<file path="config.mk">
export PLATFORM = sky130hd
export DESIGN_NAME = wave_playback_seq
export DESIGN_NICKNAME = d
export VERILOG_FILES = /design/src/rtl/wps_pkg.sv /design/src/rtl/wps_frame_div.sv /design/src/rtl/wps_index.sv /design/src/rtl/wave_playback_seq.sv
export SDC_FILE = /design/constraint.sdc
export NUM_CORES = 1
export LEC_CHECK = 0
export CORE_ASPECT_RATIO = 0.75
export CORE_UTILIZATION = 48
export CTS_BUF_LIST = sky130_fd_sc_hd__clkbuf_4 sky130_fd_sc_hd__clkbuf_8
export CTS_CLUSTER_DIAMETER = 30
export DETAILED_ROUTE_END_ITERATION = 8
export GPL_TIMING_DRIVEN = 0
export MAX_ROUTING_LAYER = met4
export PLACE_DENSITY = 0.8
export SETUP_SLACK_MARGIN = 0.2
export SYNTH_ARGS = -nofsm -noshare
export SYNTH_HDL_FRONTEND = slang
export SYNTH_SLANG_ARGS = --single-unit
</file>
<file path="constraint.sdc">
create_clock -name clk_i -period 4.45 [get_ports clk_i]
set_input_delay 1.1125 -clock clk_i [delete_from_list [all_inputs] [get_ports clk_i]]
set_output_delay 1.1125 -clock clk_i [all_outputs]
set_load 0.02 [all_outputs]
</file>
<file path="src/rtl/wps_pkg.sv">
package wps_pkg;
  typedef enum logic [1:0] {
    ST_IDLE  = 2'd0,
    ST_FETCH = 2'd1,
    ST_CAPT  = 2'd2,
    ST_SEND  = 2'd3
  } wps_state_e;

  localparam logic [1:0] MODE_PLAYBACK = 2'b11;
endpackage

</file>
<file path="src/rtl/wps_frame_div.sv">
module wps_frame_div #(
  parameter int PER_W = 16
) (
  input  logic             clk_i,
  input  logic             rst_ni,
  input  logic             run_i,
  input  logic             clear_i,
  input  logic             tick_i,
  input  logic             take_i,
  input  logic [PER_W-1:0] period_i,
  output logic             due_o
);
  logic [PER_W-1:0] cnt_q;
  logic [PER_W:0]   per_eff, cnt_inc;

  assign per_eff = (period_i == '0) ? (PER_W+1)'(1) : {1'b0, period_i};
  assign cnt_inc = {1'b0, cnt_q} + (PER_W+1)'(1);

  always_ff @(posedge clk_i or negedge rst_ni) begin
    if (!rst_ni) begin
      cnt_q <= '0;
      due_o <= 1'b0;
    end else if (!run_i || clear_i) begin
      cnt_q <= '0;
      due_o <= 1'b0;
    end else begin
      if (take_i) due_o <= 1'b0;
      if (tick_i) begin
        // >= guards against the period shrinking mid-count
        if (cnt_inc >= per_eff) begin
          cnt_q <= '0;
          due_o <= 1'b1;
        end else begin
          cnt_q <= cnt_inc[PER_W-1:0];
        end
      end
    end
  end

  p_due_on_tick_r5: assert property (@(posedge clk_i) disable iff (!rst_ni)
    $rose(due_o) |-> $past(tick_i));

  p_idle_no_due_r2: assert property (@(posedge clk_i) disable iff (!rst_ni)
    !run_i |=> !due_o);
endmodule

</file>
<file path="src/rtl/wps_index.sv">
module wps_index #(
  parameter int IDX_W = 13
) (
  input  logic             clk_i,
  input  logic             rst_ni,
  input  logic             load_i,
  input  logic [IDX_W-1:0] start_i,
  input  logic             adv_i,
  input  logic [IDX_W:0]   len_i,
  output logic [IDX_W-1:0] idx_o
);
  logic [IDX_W:0] idx_inc;
  logic           at_end;

  assign idx_inc = {1'b0, idx_o} + (IDX_W+1)'(1);
  assign at_end  = (idx_inc >= len_i);

  always_ff @(posedge clk_i or negedge rst_ni) begin
    if (!rst_ni)     idx_o <= '0;
    else if (load_i) idx_o <= start_i;
    else if (adv_i)  idx_o <= at_end ? '0 : idx_inc[IDX_W-1:0];
  end

  p_load_start_r3: assert property (@(posedge clk_i) disable iff (!rst_ni)
    load_i |=> idx_o == $past(start_i));

  p_wrap_r4: assert property (@(posedge clk_i) disable iff (!rst_ni)
    (adv_i && !load_i && at_end) |=> idx_o == '0);
endmodule

</file>
<file path="src/rtl/wave_playback_seq.sv">
module wave_playback_seq
  import wps_pkg::*;
#(
  parameter int IDX_W   = 13,
  parameter int DATA_W  = 32,
  parameter int PER_W   = 16,
  parameter int CARD_W  = 4,
  parameter int PARAM_W = 8,
  parameter int NUM_W   = 8
) (
  input  logic               clk_i,
  input  logic               rst_ni,
  input  logic [1:0]         mode_i,
  input  logic [IDX_W:0]     seq_len_i,
  input  logic [IDX_W-1:0]   start_idx_i,
  input  logic [PER_W-1:0]   step_period_i,
  input  logic [CARD_W-1:0]  card_addr_i,
  input  logic [PARAM_W-1:0] param_id_i,
  input  logic [NUM_W-1:0]   data_num_i,
  input  logic               frame_tick_i,
  output logic               mem_rd_o,
  output logic [IDX_W-1:0]   mem_addr_o,
  input  logic [DATA_W-1:0]  mem_data_i,
  output logic               cmd_valid_o,
  input  logic               cmd_ready_i,
  output logic [CARD_W-1:0]  cmd_card_o,
  output logic [PARAM_W-1:0] cmd_param_o,
  output logic [NUM_W-1:0]   cmd_num_o,
  output logic [DATA_W-1:0]  cmd_data_o,
  output logic [DATA_W-1:0]  hdr_value_o
);
  wps_state_e     state_q;
  logic           active, active_q, entry;
  logic           due, take, accept, adv;
  logic [IDX_W-1:0] idx;

  assign active = (mode_i == MODE_PLAYBACK) && (seq_len_i != '0);
  assign entry  = active && !active_q;
  assign take   = (state_q == ST_IDLE) && active && due;
  assign accept = (state_q == ST_SEND) && cmd_ready_i;
  // index frozen once playback is left
  assign adv    = accept && active && !entry;

  assign mem_rd_o    = (state_q == ST_FETCH);
  assign mem_addr_o  = idx;
  assign cmd_valid_o = (state_q == ST_SEND);

  wps_frame_div #(.PER_W(PER_W)) u_div (
    .clk_i    (clk_i),
    .rst_ni   (rst_ni),
    .run_i    (active),
    .clear_i  (entry),
    .tick_i   (frame_tick_i),
    .take_i   (take),
    .period_i (step_period_i),
    .due_o    (due)
  );

  wps_index #(.IDX_W(IDX_W)) u_idx (
    .clk_i   (clk_i),
    .rst_ni  (rst_ni),
    .load_i  (entry),
    .start_i (start_idx_i),
    .adv_i   (adv),
    .len_i   (seq_len_i),
    .idx_o   (idx)
  );

  always_ff @(posedge clk_i or negedge rst_ni) begin
    if (!rst_ni) active_q <= 1'b0;
    else         active_q <= active;
  end

  always_ff @(posedge clk_i or negedge rst_ni) begin
    if (!rst_ni) begin
      state_q     <= ST_IDLE;
      cmd_card_o  <= '0;
      cmd_param_o <= '0;
      cmd_num_o   <= '0;
      cmd_data_o  <= '0;
      hdr_value_o <= '0;
    end else begin
      unique case (state_q)
        ST_IDLE:  if (take) state_q <= ST_FETCH;
        ST_FETCH: state_q <= ST_CAPT;
        ST_CAPT: begin
          cmd_data_o  <= mem_data_i;
          cmd_card_o  <= card_addr_i;
          cmd_param_o <= param_id_i;
          cmd_num_o   <= data_num_i;
          state_q     <= ST_SEND;
        end
        ST_SEND: if (cmd_ready_i) begin
          hdr_value_o <= cmd_data_o;
          state_q     <= ST_IDLE;
        end
        default: state_q <= ST_IDLE;
      endcase
    end
  end

  p_hold_r8: assert property (@(posedge clk_i) disable iff (!rst_ni)
    (cmd_valid_o && !cmd_ready_i) |=> cmd_valid_o && $stable(cmd_data_o)
      && $stable(cmd_card_o) && $stable(cmd_param_o) && $stable(cmd_num_o));

  p_no_rd_while_busy_r8: assert property (@(posedge clk_i) disable iff (!rst_ni)
    cmd_valid_o |-> !mem_rd_o);

  p_rd_pulse_r11: assert property (@(posedge clk_i) disable iff (!rst_ni)
    mem_rd_o |=> !mem_rd_o);

  p_rd_needs_mode_r2: assert property (@(posedge clk_i) disable iff (!rst_ni)
    $rose(mem_rd_o) |-> ($past(mode_i) == MODE_PLAYBACK) && ($past(seq_len_i) != '0));

  p_hdr_on_accept_r10: assert property (@(posedge clk_i) disable iff (!rst_ni)
    !$stable(hdr_value_o) |-> $past(cmd_valid_o && cmd_ready_i));
endmodule

</file>
# --- After elaboration in Yosys (flattened, before gate mapping) ---
# Cells that the tools add are included.
totals:
  register_bits: 117
  n_memories: 0
  romBits: 0
  output_inout_bits: 99
  ram_bits: 0
  latchBits: 0
  elab_cells: 52
  input_bits: 101
op_classes:
  n_lt_le_gt_ge: 2
  reduce_logical: 18
  n_shift: 0
  n_div: 0
  eq_ne: 6
  mux: 14
  addsub: 2
  bitwise: 0
  multipliers: 0
ops:
  columns: ["cell", "count"]
  rows:
  - ["16-bit 2-to-1 mux", 4]
  - ["13-bit 2-to-1 mux", 3]
  - ["16-bit by 1-bit adder with 17-bit output, second input constant", 1]
  - ["17-bit >= comparator", 1]
  - ["16-bit zero test", 1]
  - ["13-bit by 1-bit adder with 14-bit output, second input constant", 1]
  - ["14-bit >= comparator", 1]
  - ["14-bit nonzero test", 1]
  - ["2-bit case mux with 4 select lines", 1]
  - ["1-bit logical AND", 7]
  - ["2-bit equality test, second input constant", 3]
  - ["1-bit 2-to-1 mux", 4]
  - ["2-bit 2-to-1 mux", 2]
  - ["2-bit AND reduction", 2]
  - ["2-bit nonzero test", 2]
  - ["1-bit zero test", 3]
  - ["2-bit by 1-bit equality test with 1-bit output, second input constant", 1]
  - ["2-bit zero test", 1]
  - ["2-bit by 1-bit inequality test with 1-bit output, second input constant", 1]
  - ["2-bit inequality test, second input constant", 1]
  - ["1-bit logical OR", 1]

# --- Logic depth before layout (Yosys ltp) ---
depth:
  depth_word: 8
  ltp_mapped: 14
  ltp_nobuf: 12

# --- Hierarchy ---
# A second synthesis with hierarchy kept.
hier_totals:
  cells_unflattened: 514
  area_unflattened_um2: 6068.3
modules_own_cells:
  columns: ["mod", "n_inst", "seq_area_each_um2", "cells_each", "area_each_um2"]
  rows:
  - ["wave_playback_seq", 1, 2177.1, 210, 3402.0]
  - ["wps_frame_div", 1, 425.4, 152, 1420.1]
  - ["wps_index", 1, 325.3, 152, 1246.2]

# --- Least setup slack after synthesis ---
# OpenSTA, ideal clock, no wires.
synth_path:
  kind: "register to register"
  from: "register u_div.cnt_q[0]"
  to: "register u_div.cnt_q[11]"
  path_stages_with_launch: 15
  required_ns: 4.371
  path_slack_ns: 1.250
  n_path_buf: 2
  setup_time_ns: 0.079
  synth_period_minus_slack_ns: 3.200
  arrival_time_ns: 3.120
  path_cell_list: "dfrtp_1 ha_1 nand3_2 or3_1 buf_2 nor2b_1 xor2_1 ha_1 a21o_1 a21oi_1 o31ai_4 nor4b_2 buf_2 nand3_1 mux2i_1"
synth_via:
  elab_chain_cells: 5
synth_rtl:
  columns: ["element", "line_no", "source"]
  rows:
  - ["start: declaration", "wps_frame_div.sv:13", "logic [PER_W-1:0] cnt_q;"]
  - ["start signal: assignment", "wps_frame_div.sv:34", "cnt_q <= cnt_inc[PER_W-1:0];"]
  - ["16-bit by 1-bit adder with 17-bit output *", "wps_frame_div.sv:17", "assign cnt_inc = {1'b0, cnt_q} + (PER_W+1)'(1);"]
  - ["17-bit >= comparator", "wps_frame_div.sv:30", "if (cnt_inc >= per_eff) begin"]
  - ["16-bit 2-to-1 mux *", "wps_frame_div.sv:30", null]
  - ["16-bit 2-to-1 mux *", "wps_frame_div.sv:28", "if (tick_i) begin"]
  - ["16-bit 2-to-1 mux *", "wps_frame_div.sv:23", "end else if (!run_i || clear_i) begin"]
# Mark *: on every way between the ends. The rest lies on a longest branch, timed or not. The select of a mux whose other input is x is not followed.
# A chain may end at the register's enable or synchronous reset.

# --- Worst setup path after layout ---
layout_path:
  from: "register u_div.cnt_q[0]"
  to: "register u_div.cnt_q[7]"
# Same word-level chain as after synthesis.

==> impl_table.tex <==
\begin{tabular}{lr}
\hline
Metric & Value \\
\hline
\multicolumn{2}{l}{\textbf{Outcome}} \\
\quad Outcome & finished with violations \\
\quad Failing checks & design-rule violations \\
\multicolumn{2}{l}{\textbf{GRT}} \\
\quad First-pass GRT wire length & 25.5 mm \\
\quad All-Layer GR Usage & between 20\% and 30\% \\
\quad Pin count of the biggest net entering global routing & 66 \\
\quad Overflow left after global routing & 0 \\
\quad Initial antenna violation count & 0 \\
\quad Vias in the first global route & around 5200 \\
\multicolumn{2}{l}{\textbf{Clock tree}} \\
\quad Later-pin clock latency in the skew report & 0.43 ns \\
\quad CTS H-Tree Depth & 4 \\
\quad Number of clock sinks seen by CTS & roughly 120 \\
\quad CTS Root Buffer Type & clkbuf\_8 \\
\quad Number of buffers added by the clock tree synthesis step & 17 \\
\quad Buffer count from post-CTS setup fixing & 0 \\
\quad CTS resizes & 0 \\
\quad Deepest clock path buffer count & 2 \\
\quad Count of hold buffers inserted by post-cts repair & 0 \\
\quad CTS tree & built \\
\quad Clock transition at path regs & $\sim$0.070 ns \\
\multicolumn{2}{l}{\textbf{Logic synthesis}} \\
\quad FF+latch count, synth & between 100 and 150 \\
\quad Ys flop type & dfrtp\_1 \\
\quad Synth Net Count & between 600 and 700 \\
\quad Area contributors post-synth & dfrtp\_1 49\%, mux2\_2 16\%, ha\_1 7.7\% \\
\quad Combinational family with the most area after synthesis & multiplexers \\
\quad Mapped Area & roughly 6000 sq um \\
\quad Number of flops mapped to enable cells by yosys & 0 \\
\quad Area leader, netlist & dfrtp\_1 \\
\quad Share of the synthesized netlist area taken by xor and xnor gates & 3.20\% \\
\quad Adder-Cell Fraction of Synth Area & 7.69\% \\
\quad Part of the Yosys area used for sequential elements & 48.6\% \\
\quad Top cell type's share of synthesized area & $\sim$49\% \\
\quad Fraction of registers with async set or reset after synthesis & 100\% \\
\quad Multiplexer share of the synthesized area & 16.9\% \\
\quad Count of warnings emitted by yosys & 0 \\
\quad Average size of a mapped cell & 11.4 sq um \\
\quad Netlist cell types & 46 \\
\quad Gate count of the mapped netlist & between 500 and 600 \\
\quad Fraction of the mapped netlist area in compound gates & under 10\% \\
\quad Share of synthesized cell area in and, or, nand and nor gates & between 10\% and 20\% \\
\multicolumn{2}{l}{\textbf{STA}} \\
\quad Number of max-slew violations in the final report & 0 \\
\quad Headroom to the max-slew limit & about half \\
\quad Post-route clock skew & 0.0160 ns \\
\quad Number of endpoints failing setup at the final stage & 0 \\
\quad Accumulated negative setup slack & 0 ns \\
\quad Slew at the pin closest to its max-slew limit & 0.729 ns \\
\quad Crit path setup slack, layout & 0.783 ns \\
\quad Unrepaired setup endpoints after global routing & no \\
\quad Tightest hold margin & 0.505 ns \\
\quad Highest clock rate & between 200 and 300 MHz \\
\quad Final Hold Violating Endpoints & 0 \\
\quad Post-layout minimum cycle time & 3.67 ns \\
\quad Fin crit share & approximately 82\% \\
\multicolumn{2}{l}{\textbf{Min path}} \\
\quad Worst min-delay path class & reg -> reg \\
\multicolumn{2}{l}{\textbf{Cells and area}} \\
\quad Most common library cell in the layout ignoring fill and taps & clkdlybuf4s50\_1 \\
\quad Number of nets in the layout & slightly below 900 \\
\quad Antenna Cells & 0 \\
\quad Share of cells above drive strength 1 & approximately 17\% \\
\quad Layout overhead on the synthesized area & 43.5\% \\
\quad Final core utilization & 70.4\% \\
\quad Most frequent cells in the layout & 198 x clkdlybuf4s50\_1, 117 x dfrtp\_1, 85 x mux2\_2 \\
\multicolumn{2}{l}{\textbf{Job}} \\
\quad Max-capacitance violation count & 0 \\
\multicolumn{2}{l}{\textbf{Drt}} \\
\quad Via density & 5.31 \\
\quad Mean routed wirelength per cell & 16.9 um \\
\quad Via count of the routed design & approximately 4900 \\
\quad Length of the first detailed-routing pass in iterations & 9 \\
\quad Final ANT Viol Nets & 0 \\
\quad First DRT Iteration DRCs & approximately 240 \\
\quad Number of DRC violations after detailed routing & 1 \\
\quad Wire length reported by the detailed router & between 15 and 20 mm \\
\multicolumn{2}{l}{\textbf{Die}} \\
\quad Row cnt & 35 \\
\quad Die ar. & roughly 13000 sq um \\
\quad Die Width & approximately 130 um \\
\quad Starting utilization of the core area & 49.1\% \\
\quad Area of the placeable core & approximately 12000 sq um \\
\quad Die height & 99.0 um \\
\quad \# IOs & 200 \\
\multicolumn{2}{l}{\textbf{Placement}} \\
\quad Number of input and output port buffers inserted & roughly 200 \\
\quad Final Wtd Congestion & between 0.8 and 0.9 \\
\quad Estimated wirelength of the detail-placed design & about 12 mm \\
\quad DP Worst Slack & 0.654 ns \\
\multicolumn{2}{l}{\textbf{Power}} \\
\quad VDD IR-drop max & between 0.4 and 0.5 mV \\
\quad Pwr Density & between 600 and 700 nW/um\^{}2 \\
\quad Static Leakage & approximately 3.7 nW \\
\quad Power consumption & around 5.6 mW \\
\multicolumn{2}{l}{\textbf{Worst setup path}} \\
\quad Critical setup path kind & reg -> reg \\
\quad Worst Setup Start Kind & flop \\
\quad Critical Path RT & 4.79 ns \\
\quad Critical path fanouts, max & 10 \\
\quad Crit path arrival time & about 4.0 ns \\
\quad Critical Path Sink Type & flop \\
\hline
\end{tabular}
==> layer usage <==
metal	vias up	GRT usage, %	part of all wire, %
li1	2314	-	-
met2	189	41.0	48
met4	0	6.80	1.7
met3	26	8.13	6.9
met1	2396	32.0	43
met5	-	-	0
==> flip-flops by register name (all words and copies together), names as in the netlist <==
signal and cells:
cmd_data_o 32, hdr_value_o 32, u_div.cnt_q 16, u_idx.idx_o 13, cmd_num_o 8, cmd_param_o 8, cmd_card_o 4, state_q 2
active_q 1, u_div.due_o 1
==> stage by stage <==
stage          cell area (sq um)  instances
5_1_grt                     8640        927
6_report                    8640        927
4_1_cts                     8640        927
3_3_place_gp                8220        894
2_1_floorplan               6020        529
3_5_place_dp                8240        895
==> logic make-up after synthesis <==
family / count (synthesis)
fa+ha+maj: 37
mux: 91
flops: 117
xor+xnor: 22
buf+inv: 64
simple gates: 130
compound gates: 68
==> power breakdown <==
| group | switching (mW) | total (mW) | internal, mW |
|---|---|---|---|
| clock network | 0.436 | 0.961 | 0.524 |
| registers | 0.325 | 1.84 | 1.52 |
| logic | 1.34 | 2.84 | 1.50 |
| total | 2.10 | 5.65 | 3.54 |
==> final timing paths <==
kind / startpoint / to / slack [ns] / cells after the start
max: u_div.cnt_q[0] / u_div.cnt_q[7] / 0.78 / 14
min: hdr_value_o[19] / hdr_value_o[19] / 0.51 / 1
max reg2reg: u_div.cnt_q[0] / u_div.cnt_q[7] / 0.78 / 14
min reg2reg: hdr_value_o[19] / hdr_value_o[19] / 0.51 / 1
max in group asynchronous: rst_ni / hdr_value_o[19] / 2.95 / 2
min in group asynchronous: rst_ni / cmd_num_o[7] / 0.72 / 1
==> cell usage after synthesis (3+ instances only) <==
master,instances
xor2_1,12
inv_1,43
ha_1,37
nand2_1,22
xnor2_1,10
buf_1,5
o22ai_1,5
o21ai_0,10
a31oi_1,10
a21oi_1,23
nor2b_1,3
and3_1,5
nor3_1,3
nand3_1,16
dfrtp_1,117
clkbuf_1,11
nand2b_1,18
nor4_1,7
buf_2,4
a32o_1,5
nand4_1,11
or3b_2,4
nor2_1,25
mux2_2,85
mux2i_1,6
or3b_1,6
==> layout make-up <==
class                      count  area, sq um
timing repair buffer         200         2020
multi-input combinational    348         2840
buffer                        21         91.3
clock buffer                  20          263
inverter                      43          161
sequential                   117         2930
clock inverter                12          130
tap                          166          208
fill                         890         3630
==> worst max-delay path: stages, from the launching register on <==
cell,delay [ns]
dfrtp_1,0.43
ha_1,0.27
nand3_2,0.15
or3_1,0.38
buf_2,0.17
nor2b_1,0.24
xor2_1,0.19
ha_1,0.26
a21o_1,0.19
a21oi_1,0.27
o31ai_4,0.13
nor4b_2,0.35
buf_2,0.31
nand3_1,0.11
mux2i_1,0.14
(Power assumes the default switching activity.)
